File: src/rtl/uart_rx_pkg.sv
// Package: shared types and status bit positions for the serial receiver.
// Assumes one status byte whose bit positions are fixed by the software view.
package uart_rx_pkg;

    typedef enum logic [2:0] {
        ST_IDLE,
        ST_START,
        ST_DATA,
        ST_PAR,
        ST_STOP1,
        ST_STOP2,
        ST_WAITHI
    } rx_state_e;

    typedef struct packed {
        logic len7;
        logic par_en;
        logic par_odd;
        logic stop2;
    } rx_cfg_t;

    localparam int BIT_FULL = 1;
    localparam int BIT_OVR  = 3;
    localparam int BIT_PAR  = 4;
    localparam int BIT_FRM  = 5;
    localparam int BIT_SUM  = 6;

endpackage

File: src/rtl/rx_line_sync.sv
// Module: two-flop synchronizer for the asynchronous serial input.
// Assumes the line idles high, so the reset value is 1.
module rx_line_sync (
    input  logic clk,
    input  logic rst_n,
    input  logic rxd_in,
    output logic rxd_out
);
    logic meta_q;

    // Purpose: move the line into the clock domain through two flops.
    always_ff @(posedge clk) begin
        if (!rst_n) begin
            meta_q  <= 1'b1;
            rxd_out <= 1'b1;
        end else begin
            meta_q  <= rxd_in;
            rxd_out <= meta_q;
        end
    end
endmodule

File: src/rtl/rx_frame.sv
// Module: frame assembler. It counts oversampling ticks, validates the start
// bit at half a bit period, samples data, parity and stop bits at their
// centres, and raises done for one clock at the centre of the first stop bit.
// Assumes the configuration is stable while a frame is in flight.
module rx_frame
    import uart_rx_pkg::*;
#(
    parameter int OS_RATE = 16,
    parameter int DW      = 8
) (
    input  logic          clk,
    input  logic          rst_n,
    input  logic          os_tick,
    input  logic          rx_en,
    input  logic          rxs,
    input  rx_cfg_t       cfg,
    output logic          done,
    output logic [DW-1:0] data,
    output logic          perr,
    output logic          ferr
);
    localparam int CW   = $clog2(OS_RATE);
    localparam int BW   = $clog2(DW);
    localparam int HALF = OS_RATE / 2;

    rx_state_e      state_q;
    logic [CW-1:0]  cnt_q;
    logic [BW-1:0]  bidx_q;
    logic [DW-1:0]  shift_q;
    logic           par_acc_q;
    logic           perr_q;
    logic           bit_end;
    logic           half_end;
    logic [BW-1:0]  last_idx;

    assign bit_end  = (cnt_q == CW'(OS_RATE - 1));
    assign half_end = (cnt_q == CW'(HALF - 1));
    assign last_idx = cfg.len7 ? BW'(DW - 2) : BW'(DW - 1);

    // Purpose: character output, with the top bit forced to 0 in short mode.
    always_comb begin
        data = shift_q;
        if (cfg.len7) begin
            data = {1'b0, shift_q[DW-1:1]};
        end
    end

    // Purpose: the receive state machine and its tick and bit counters.
    always_ff @(posedge clk) begin
        if (!rst_n) begin
            state_q   <= ST_IDLE;
            cnt_q     <= '0;
            bidx_q    <= '0;
            shift_q   <= '0;
            par_acc_q <= 1'b0;
            perr_q    <= 1'b0;
            done      <= 1'b0;
            perr      <= 1'b0;
            ferr      <= 1'b0;
        end else if (!rx_en) begin
            state_q <= ST_IDLE;
            cnt_q   <= '0;
            done    <= 1'b0;
        end else begin
            done <= 1'b0;
            if (os_tick) begin
                case (state_q)
                    ST_IDLE: begin
                        cnt_q <= '0;
                        if (!rxs) begin
                            state_q <= ST_START;
                        end
                    end
                    ST_START: begin
                        if (half_end) begin
                            cnt_q     <= '0;
                            bidx_q    <= '0;
                            par_acc_q <= 1'b0;
                            state_q   <= rxs ? ST_IDLE : ST_DATA;
                        end else begin
                            cnt_q <= cnt_q + 1'b1;
                        end
                    end
                    ST_DATA: begin
                        if (bit_end) begin
                            cnt_q     <= '0;
                            shift_q   <= {rxs, shift_q[DW-1:1]};
                            par_acc_q <= par_acc_q ^ rxs;
                            bidx_q    <= bidx_q + 1'b1;
                            if (bidx_q == last_idx) begin
                                state_q <= cfg.par_en ? ST_PAR : ST_STOP1;
                            end
                        end else begin
                            cnt_q <= cnt_q + 1'b1;
                        end
                    end
                    ST_PAR: begin
                        if (bit_end) begin
                            cnt_q   <= '0;
                            perr_q  <= (par_acc_q ^ rxs) ^ cfg.par_odd;
                            state_q <= ST_STOP1;
                        end else begin
                            cnt_q <= cnt_q + 1'b1;
                        end
                    end
                    ST_STOP1: begin
                        if (bit_end) begin
                            cnt_q   <= '0;
                            done    <= 1'b1;
                            ferr    <= !rxs;
                            perr    <= cfg.par_en & perr_q;
                            state_q <= cfg.stop2 ? ST_STOP2 : ST_WAITHI;
                        end else begin
                            cnt_q <= cnt_q + 1'b1;
                        end
                    end
                    ST_STOP2: begin
                        if (bit_end) begin
                            cnt_q   <= '0;
                            state_q <= ST_WAITHI;
                        end else begin
                            cnt_q <= cnt_q + 1'b1;
                        end
                    end
                    ST_WAITHI: begin
                        cnt_q <= '0;
                        if (rxs) begin
                            state_q <= ST_IDLE;
                        end
                    end
                    default: state_q <= ST_IDLE;
                endcase
            end
        end
    end
endmodule

File: src/rtl/rx_status.sv
// Module: receive buffer and status flags. A completed character loads the
// buffer if it is empty; otherwise overrun is flagged and the buffer is kept.
// Error flags are sticky until a status write; disable clears all flags.
module rx_status
    import uart_rx_pkg::*;
#(
    parameter int DW = 8
) (
    input  logic          clk,
    input  logic          rst_n,
    input  logic          rx_en,
    input  logic          done,
    input  logic [DW-1:0] data,
    input  logic          perr,
    input  logic          ferr,
    input  logic          buf_rd,
    input  logic          sts_wr,
    output logic [DW-1:0] buf_q,
    output logic [7:0]    status,
    output logic          irq
);
    logic full_q, ovr_q, par_q, frm_q, sum_q;
    logic full_d, ovr_d, par_d, frm_d, load;

    // Purpose: next-state flags after read, write and completion events.
    always_comb begin
        full_d = full_q & !buf_rd;
        ovr_d  = ovr_q & !sts_wr;
        par_d  = par_q & !sts_wr;
        frm_d  = frm_q & !sts_wr;
        load   = 1'b0;
        if (done) begin
            if (full_d) begin
                ovr_d = 1'b1;
            end else begin
                load   = 1'b1;
                full_d = 1'b1;
                par_d  = par_d | perr;
                frm_d  = frm_d | ferr;
            end
        end
    end

    // Purpose: flag, buffer and interrupt registers.
    always_ff @(posedge clk) begin
        if (!rst_n) begin
            full_q <= 1'b0;
            ovr_q  <= 1'b0;
            par_q  <= 1'b0;
            frm_q  <= 1'b0;
            sum_q  <= 1'b0;
            irq    <= 1'b0;
            buf_q  <= '0;
        end else if (!rx_en) begin
            full_q <= 1'b0;
            ovr_q  <= 1'b0;
            par_q  <= 1'b0;
            frm_q  <= 1'b0;
            sum_q  <= 1'b0;
            irq    <= 1'b0;
        end else begin
            full_q <= full_d;
            ovr_q  <= ovr_d;
            par_q  <= par_d;
            frm_q  <= frm_d;
            sum_q  <= ovr_d | par_d | frm_d;
            irq    <= load;
            if (load) begin
                buf_q <= data;
            end
        end
    end

    // Purpose: assemble the status byte at the fixed bit positions.
    always_comb begin
        status           = 8'h00;
        status[BIT_FULL] = full_q;
        status[BIT_OVR]  = ovr_q;
        status[BIT_PAR]  = par_q;
        status[BIT_FRM]  = frm_q;
        status[BIT_SUM]  = sum_q;
    end
endmodule

File: src/rtl/uart_rx_status.sv
// Module: top of the oversampled serial receiver with buffer and error status.
// Assumes os_tick is a one-clock enable at sixteen times the bit rate.
module uart_rx_status
    import uart_rx_pkg::*;
#(
    parameter int OS_RATE = 16,
    parameter int DW      = 8
) (
    input  logic          clk,
    input  logic          rst_n,
    input  logic          os_tick,
    input  logic          rx_en,
    input  logic          rxd,
    input  logic          cfg_len7,
    input  logic          cfg_par_en,
    input  logic          cfg_par_odd,
    input  logic          cfg_stop2,
    input  logic          buf_rd,
    input  logic          sts_wr,
    output logic [DW-1:0] rx_data,
    output logic [7:0]    status,
    output logic          rx_irq
);
    logic          rxs;
    logic          frm_done;
    logic [DW-1:0] frm_data;
    logic          frm_perr;
    logic          frm_ferr;
    rx_cfg_t       cfg;

    assign cfg = '{len7: cfg_len7, par_en: cfg_par_en,
                   par_odd: cfg_par_odd, stop2: cfg_stop2};

    rx_line_sync u_sync (
        .clk     (clk),
        .rst_n   (rst_n),
        .rxd_in  (rxd),
        .rxd_out (rxs)
    );

    rx_frame #(.OS_RATE(OS_RATE), .DW(DW)) u_frame (
        .clk     (clk),
        .rst_n   (rst_n),
        .os_tick (os_tick),
        .rx_en   (rx_en),
        .rxs     (rxs),
        .cfg     (cfg),
        .done    (frm_done),
        .data    (frm_data),
        .perr    (frm_perr),
        .ferr    (frm_ferr)
    );

    rx_status #(.DW(DW)) u_status (
        .clk    (clk),
        .rst_n  (rst_n),
        .rx_en  (rx_en),
        .done   (frm_done),
        .data   (frm_data),
        .perr   (frm_perr),
        .ferr   (frm_ferr),
        .buf_rd (buf_rd),
        .sts_wr (sts_wr),
        .buf_q  (rx_data),
        .status (status),
        .irq    (rx_irq)
    );
endmodule

File: config.mk
export PLATFORM = sky130hd
export DESIGN_NAME = uart_rx_status
export DESIGN_NICKNAME = d
export VERILOG_FILES = /design/src/rtl/uart_rx_pkg.sv /design/src/rtl/rx_line_sync.sv /design/src/rtl/rx_frame.sv /design/src/rtl/rx_status.sv /design/src/rtl/uart_rx_status.sv
export SDC_FILE = /design/constraint.sdc
export NUM_CORES = 1
export LEC_CHECK = 0
export ABC_AREA = 0
export CORE_UTILIZATION = 48
export DETAILED_ROUTE_END_ITERATION = 12
export HOLD_SLACK_MARGIN = 0.03
export PLACE_DENSITY_LB_ADDON = 0.05
export REMOVE_ABC_BUFFERS = 1
export SETUP_SLACK_MARGIN = 0.5
export SLEW_MARGIN = 40
export SYNTH_ARGS = -nofsm -noshare
export SYNTH_HDL_FRONTEND = slang
export SYNTH_SLANG_ARGS = --single-unit
File: constraint.sdc
create_clock -name clk -period 1.6 [get_ports clk]
set_input_delay 0.24 -clock clk [delete_from_list [all_inputs] [get_ports clk]]
set_output_delay 0.24 -clock clk [all_outputs]
set_load 0.01 [all_outputs]
Yosys cells after proc, flatten, opt, wreduce, memory -nomap -nowiden
Cells that the tools add are included.

Bits in registers: 39. Bits of input ports: 11. Output and inout bits: 17. Word-level logic and storage cells: 98.

$add $sub $neg: 2. Equal/unequal tests: 17. Multiplexer cells: 33. Bitwise operators: 11. Reductions and logical operators: 17.

Operators with widths (count): 3-bit 2-to-1 mux (11); 3-bit one-hot mux with 7 select lines (1); 4-bit AND reduction (4); 1-bit 2-to-1 mux (13); 2-bit by 1-bit != test with 1-bit output (second input constant) (6); 4-bit one-hot mux with 3 select lines (1); 3-bit equality test (second input constant) (3); 9-bit AND reduction (1); 4-bit 2-to-1 mux (2); 8-bit 2-to-1 mux (1); 3-bit by 2-bit equality test with 1-bit output (second input constant) (2); 3-bit one-hot mux with 2 select lines (1); 2-bit AND reduction (3); 1-bit bitwise AND (5); 5-bit AND reduction (1); 4-bit by 1-bit adder with 4-bit output (second input constant) (1); 4-bit by 3-bit equality test with 1-bit output (second input constant) (1); 4-bit equality test (second input constant) (1); 2-bit 2-to-1 mux (2); 2-bit != test (second input constant) (2); 1-bit OR (4); 4-bit OR reduction (1); 3-bit by 1-bit adder with 3-bit output (second input constant) (1); 3-bit by 1-bit equality test with 1-bit output (second input constant) (1); other kinds (8) (11).

Depth between registers and ports, before layout
Depth in word-level cells: 7. Depth in mapped cells: 6. Gate-level depth less buffers: 5.

By module
A second synthesis with hierarchy kept.

Cells, all modules: 209. Area total of the unflattened synthesis: 1934.4 µm².

Modules (own cells, without submodules): rx_frame (times used 1, cells an instance 151, area each 1323.8 µm², seq. area each 460.4 µm²); rx_status (times used 1, cells an instance 54, area each 558.0 µm², seq. area each 280.3 µm²); rx_line_sync (times used 1, cells an instance 4, area each 52.6 µm², seq. area each 40.0 µm²).

Worst setup path before layout
OpenSTA, ideal clock, no wires.

Path kind: register to register. Start: register u_frame.cnt_q[0]. End: register u_frame.cnt_q[3]. Setup time: 0.076 ns. Arrival: 1.449 ns. Required time: 1.524 ns. Path slack: 0.075 ns. Cell stages (with the launch flop): 6. Buffers on the path: 0. Clock period less this slack: 1.525 ns. Path through: dfxtp_1 > ha_1 > and3b_1 > o21a_1 > or4_1 > a31oi_1.

Cells in the longest elaborated chain, start to end: 3. Elaborated cells between the ends (all ways): 6. Classes of those cells: add/sub: 1; eq/ne: 2; mux: 3.

RTL lines: start, declared (RTL line rx_frame.sv:27) `logic [CW-1:0] cnt_q;`; start signal, assigned (RTL line rx_frame.sv:81) `cnt_q <= cnt_q + 1'b1;`; start signal, assigned (RTL line rx_frame.sv:94) `cnt_q <= cnt_q + 1'b1;`; start signal, assigned (RTL line rx_frame.sv:103) `cnt_q <= cnt_q + 1'b1;`; 4-bit by 1-bit adder with 4-bit output (tied with other cells); 4-bit 2-to-1 mux (on tied branches); 4-bit one-hot mux with 3 select lines (*) (RTL line rx_frame.sv:67) `case (state_q)`.

Mark *: on every way between the ends. The rest lies on a longest branch, timed or not. A chain may end at the register's enable or synchronous reset.

Final worst setup path
Ends and elaborated chain as after synthesis.

==> flow_summary_export.csv <==
group,metric,value,unit
power_and_ir_drop,power.density,684,nW/um^2
synthesis,netlist_area,1930,sq um
cts,cts_root_buffer,"clkbuf_8",
setup_path,critPathMaxStageDelay,410,ps
cts,clkSinkCount,39,
min_path,min_from,"rst_n",
power_and_ir_drop,leakagePower,1.01,nW
final_layout,final_util,70.9,%
die,initial_core_util,51.4,%
synthesis,synth_cell_types,52,
route,viasPerCell,5.64,
power_and_ir_drop,clockPowerShare,37.6,%
die,fp.dieW,65.3,um
final_layout,areaGrowthSynthToFinish,37.9,%
grt,grt_max_degree,22,
sta,hold_viol,0,
die,die_h,65.3,um
sta,slew_viol_final,0,
setup_path,cp.arrival,1810,ps
grt,grt_pass1_vias,1718,
synthesis,avgSynthCellArea,9.13,sq um
power_and_ir_drop,peakVddDrop,0.564,mV
route,route.detailed.drc,0,
cts,clock_latency,290,ps
sta,final.setup.tns,0,ps
route,wl,4.76,mm
grt,grt_pass1_wl,7.78,mm
route,wl_per_cell,15.7,um
synthesis,seq_area_frac_synth,40.5,%
synthesis,synth_edf_count,0,
min_path,hold_class,"primary input to flip-flop",
sta,rsz0062_at_grt,"yes",
die,die_area,4270,sq um
synthesis,synth_top_cells_by_area,"dfxtp_1 41%, mux2i_1 8.8%, nor2_1 4.5%",
cts,clkTransAtPathRegs,80,ps
final_layout,diodes,0,
power_and_ir_drop,switching_share,25.1,%
cts,cts_buffer_depth,2,
placement,dp_hpwl,3.13,mm
setup_path,reg2reg_to,"u_frame.cnt_q[3]$_SDFFE_PN0P_",
synthesis,post-synth-top-count-cell,"dfxtp_1",
grt,grtUsageTotal,23.7,%
grt,grt_antenna_before_repair,0,
final_layout,fillCellCount,314,
synthesis,synth_top_cell_by_area,"dfxtp_1",
setup_path,setup.worst_path.end_class,"flip-flop",
grt,grt_overflow,0,
min_path,holdPathStages,2,
route,drtIter0Drc,105,
sta,max_freq,0.631,GHz
setup_path,criticalPathCategory,"flip-flop to flip-flop",
setup_path,slowest_stage,"or4_1",
run,maxCapViolCount,0,
final_layout,final_area,2660,sq um
synthesis,synth_ff_type,"dfxtp_1",
route,vias,1708,
power_and_ir_drop,power.internal,1.36,mW
synthesis,synth_top_area_share,40.5,%
sta,clock_skew,4.99,ps
route,drtAntennaViolNets,0,
sta,finalCritPeriodShare,99.0,%
cts,h-tree-depth,2,
final_layout,nets,267,
cts,cts_buffers,5,
setup_path,ff2ff_path_depth,5,
power_and_ir_drop,p_sw,455,uW
power_and_ir_drop,pwr-share-comb,8.8,%
setup_path,path_cells,"ha_4 > and3b_2 > o21a_1 > or4_1 > a31oi_1",
synthesis,synth-seq-cells,39,
synthesis,ys_warn_count,0,
sta,setup_viol,0,
die,rows,22,
die,io-pin-count,28,
power_and_ir_drop,p_seq_share,53.6,%
synthesis,syn_inst,211,
setup_path,r2r_slack,20,ps
final_layout,layout-drive-gt1-share,42.0,%
cts,tritoncts,"built",
setup_path,cp.required,1830,ps
placement,globalplace.congestion,0.819,
route,dr.pass1.iters,4,
placement,io_buffer_count,24,
synthesis,synthTopCellsByCount,"39 x dfxtp_1, 23 x nor2_1, 17 x mux2i_1, 10 x nand2_1",
placement,placed_area,2320,sq um
die,core,3740,sq um
min_path,hold-path-endpoint,"u_sync.meta_q$_SDFF_PN1_",
setup_path,startpoint_type,"flip-flop",
setup_path,r2r_start,"u_frame.cnt_q[0]$_SDFFE_PN0P_",
run_status,status,"completed",
sta,fin_crit,1580,ps
setup_path,worst-path-max-fanout,5,
synthesis,async_flop_share,0,%
[stage by stage]
| stage | hold slack, ps | cells | setup slack [ps] | total power [mW] |
|---|---|---|---|---|
| floorplan | 313 | 193 | -244 | 1.06 |
| global placement | 391 | 290 | -76.5 | 1.13 |
| detailed placement | 406 | 290 | -137 | 1.14 |
| CTS | 427 | 300 | 22.2 | 1.82 |
| global route | 225 | 303 | -55.5 | 1.88 |
| finish | 212 | 303 | 15.6 | 1.81 |
[final cells by class]
type / count / area (sq um) / share of cell area (%)
repair buffers: 54 / 467 / 17.6
inverters: 5 / 18.8 / 0.707
multi-input cells: 149 / 1210 / 45.6
flip-flops and latches: 39 / 807 / 30.4
well taps: 48 / 60.1 / 2.26
clock inverters: 3 / 23.8 / 0.895
clock buffers: 5 / 68.8 / 2.59
[critical path: cells and delay by family (launching register included)]
family / cells / cell delay [ps]
simple gates: 2 / 630
compound gates: 2 / 370
flops: 1 / 340
fa+ha+maj: 1 / 170
[power by group through the flow]
stage	combinational [mW]	clock (mW)	sequential, mW
after global placement	0.135	0	0.999
after global routing	0.170	0.734	0.974
after CTS	0.146	0.700	0.975
final	0.159	0.683	0.973
after floorplan	0.0543	0	1.00
after detailed placement	0.137	0	0.999
[worst max-delay path by stage]
stage,startpoint,end
after floorplan,u_frame.state_q[1]$_SDFFE_PN0P_,u_frame.par_acc_q$_SDFFE_PN0P_
after global placement,os_tick,u_frame.par_acc_q$_SDFFE_PN0P_
after global routing,u_frame.cnt_q[1]$_SDFFE_PN0P_,u_frame.cnt_q[3]$_SDFFE_PN0P_
after detailed placement,os_tick,u_frame.cnt_q[3]$_SDFFE_PN0P_
final,u_frame.cnt_q[0]$_SDFFE_PN0P_,u_frame.cnt_q[3]$_SDFFE_PN0P_
after CTS,u_frame.cnt_q[0]$_SDFFE_PN0P_,u_frame.cnt_q[3]$_SDFFE_PN0P_
[cell families after synthesis]
| logic type | share of synthesized area [%] |
|---|---|
| AOI/OAI and AO/OA | 16.8 |
| muxes | 8.84 |
| xor gates and xnor gates | 2.27 |
| and+or+nand+nor | 22.4 |
| buffers and inverters | 7.67 |
| adders and majority gates | 1.30 |
| DFF | 40.5 |
| other | 0.195 |
[metal layers]
layer | vias to the layer above | share of wire [%] | GRT usage (%)
li1 | 833 | - | -
met1 | 833 | 41 | 26.5
met2 | 33 | 55 | 43.3
met3 | 9 | 2.8 | 4.69
met4 | 0 | 1.7 | 10.1
met5 | - | 0 | 0
[cells in the final DEF, fill, tap and decap left out, drive strengths merged, types with 3 or more instances in the layout]
master         Yosys  layout
buf               17      40
dfxtp             39      39
nor2              23      23
mux2i             17      17
a211oi            10      10
nand2             10      10
a21oi              9       9
nand2b             8       8
nand3              8       8
clkbuf             3       7
clkdlybuf4s50      0       6
inv                5       6
o21ai              5       5
and2               4       4
nor2b              4       4
xnor2              4       4
nor4               4       4
conb               1       3
clkdlybuf4s15      0       3
nor3               3       3
[state kept, by name, indices dropped and copies added, names as in the netlist, 3 cells and up]
signal           flops
u_status.buf_q       8
u_frame.cnt_q        4
u_frame.bidx_q       3
u_frame.state_q      3
u_frame.shift_q      8
[repair_timing]
item	in CTS	in global routing
gates cloned	1	0
setup endpoints to repair	48	47
gates resized for setup	78	51
setup buffers	1	3
hold buffers	0	0
pin swaps	13	14
(Power assumes the default switching activity.)
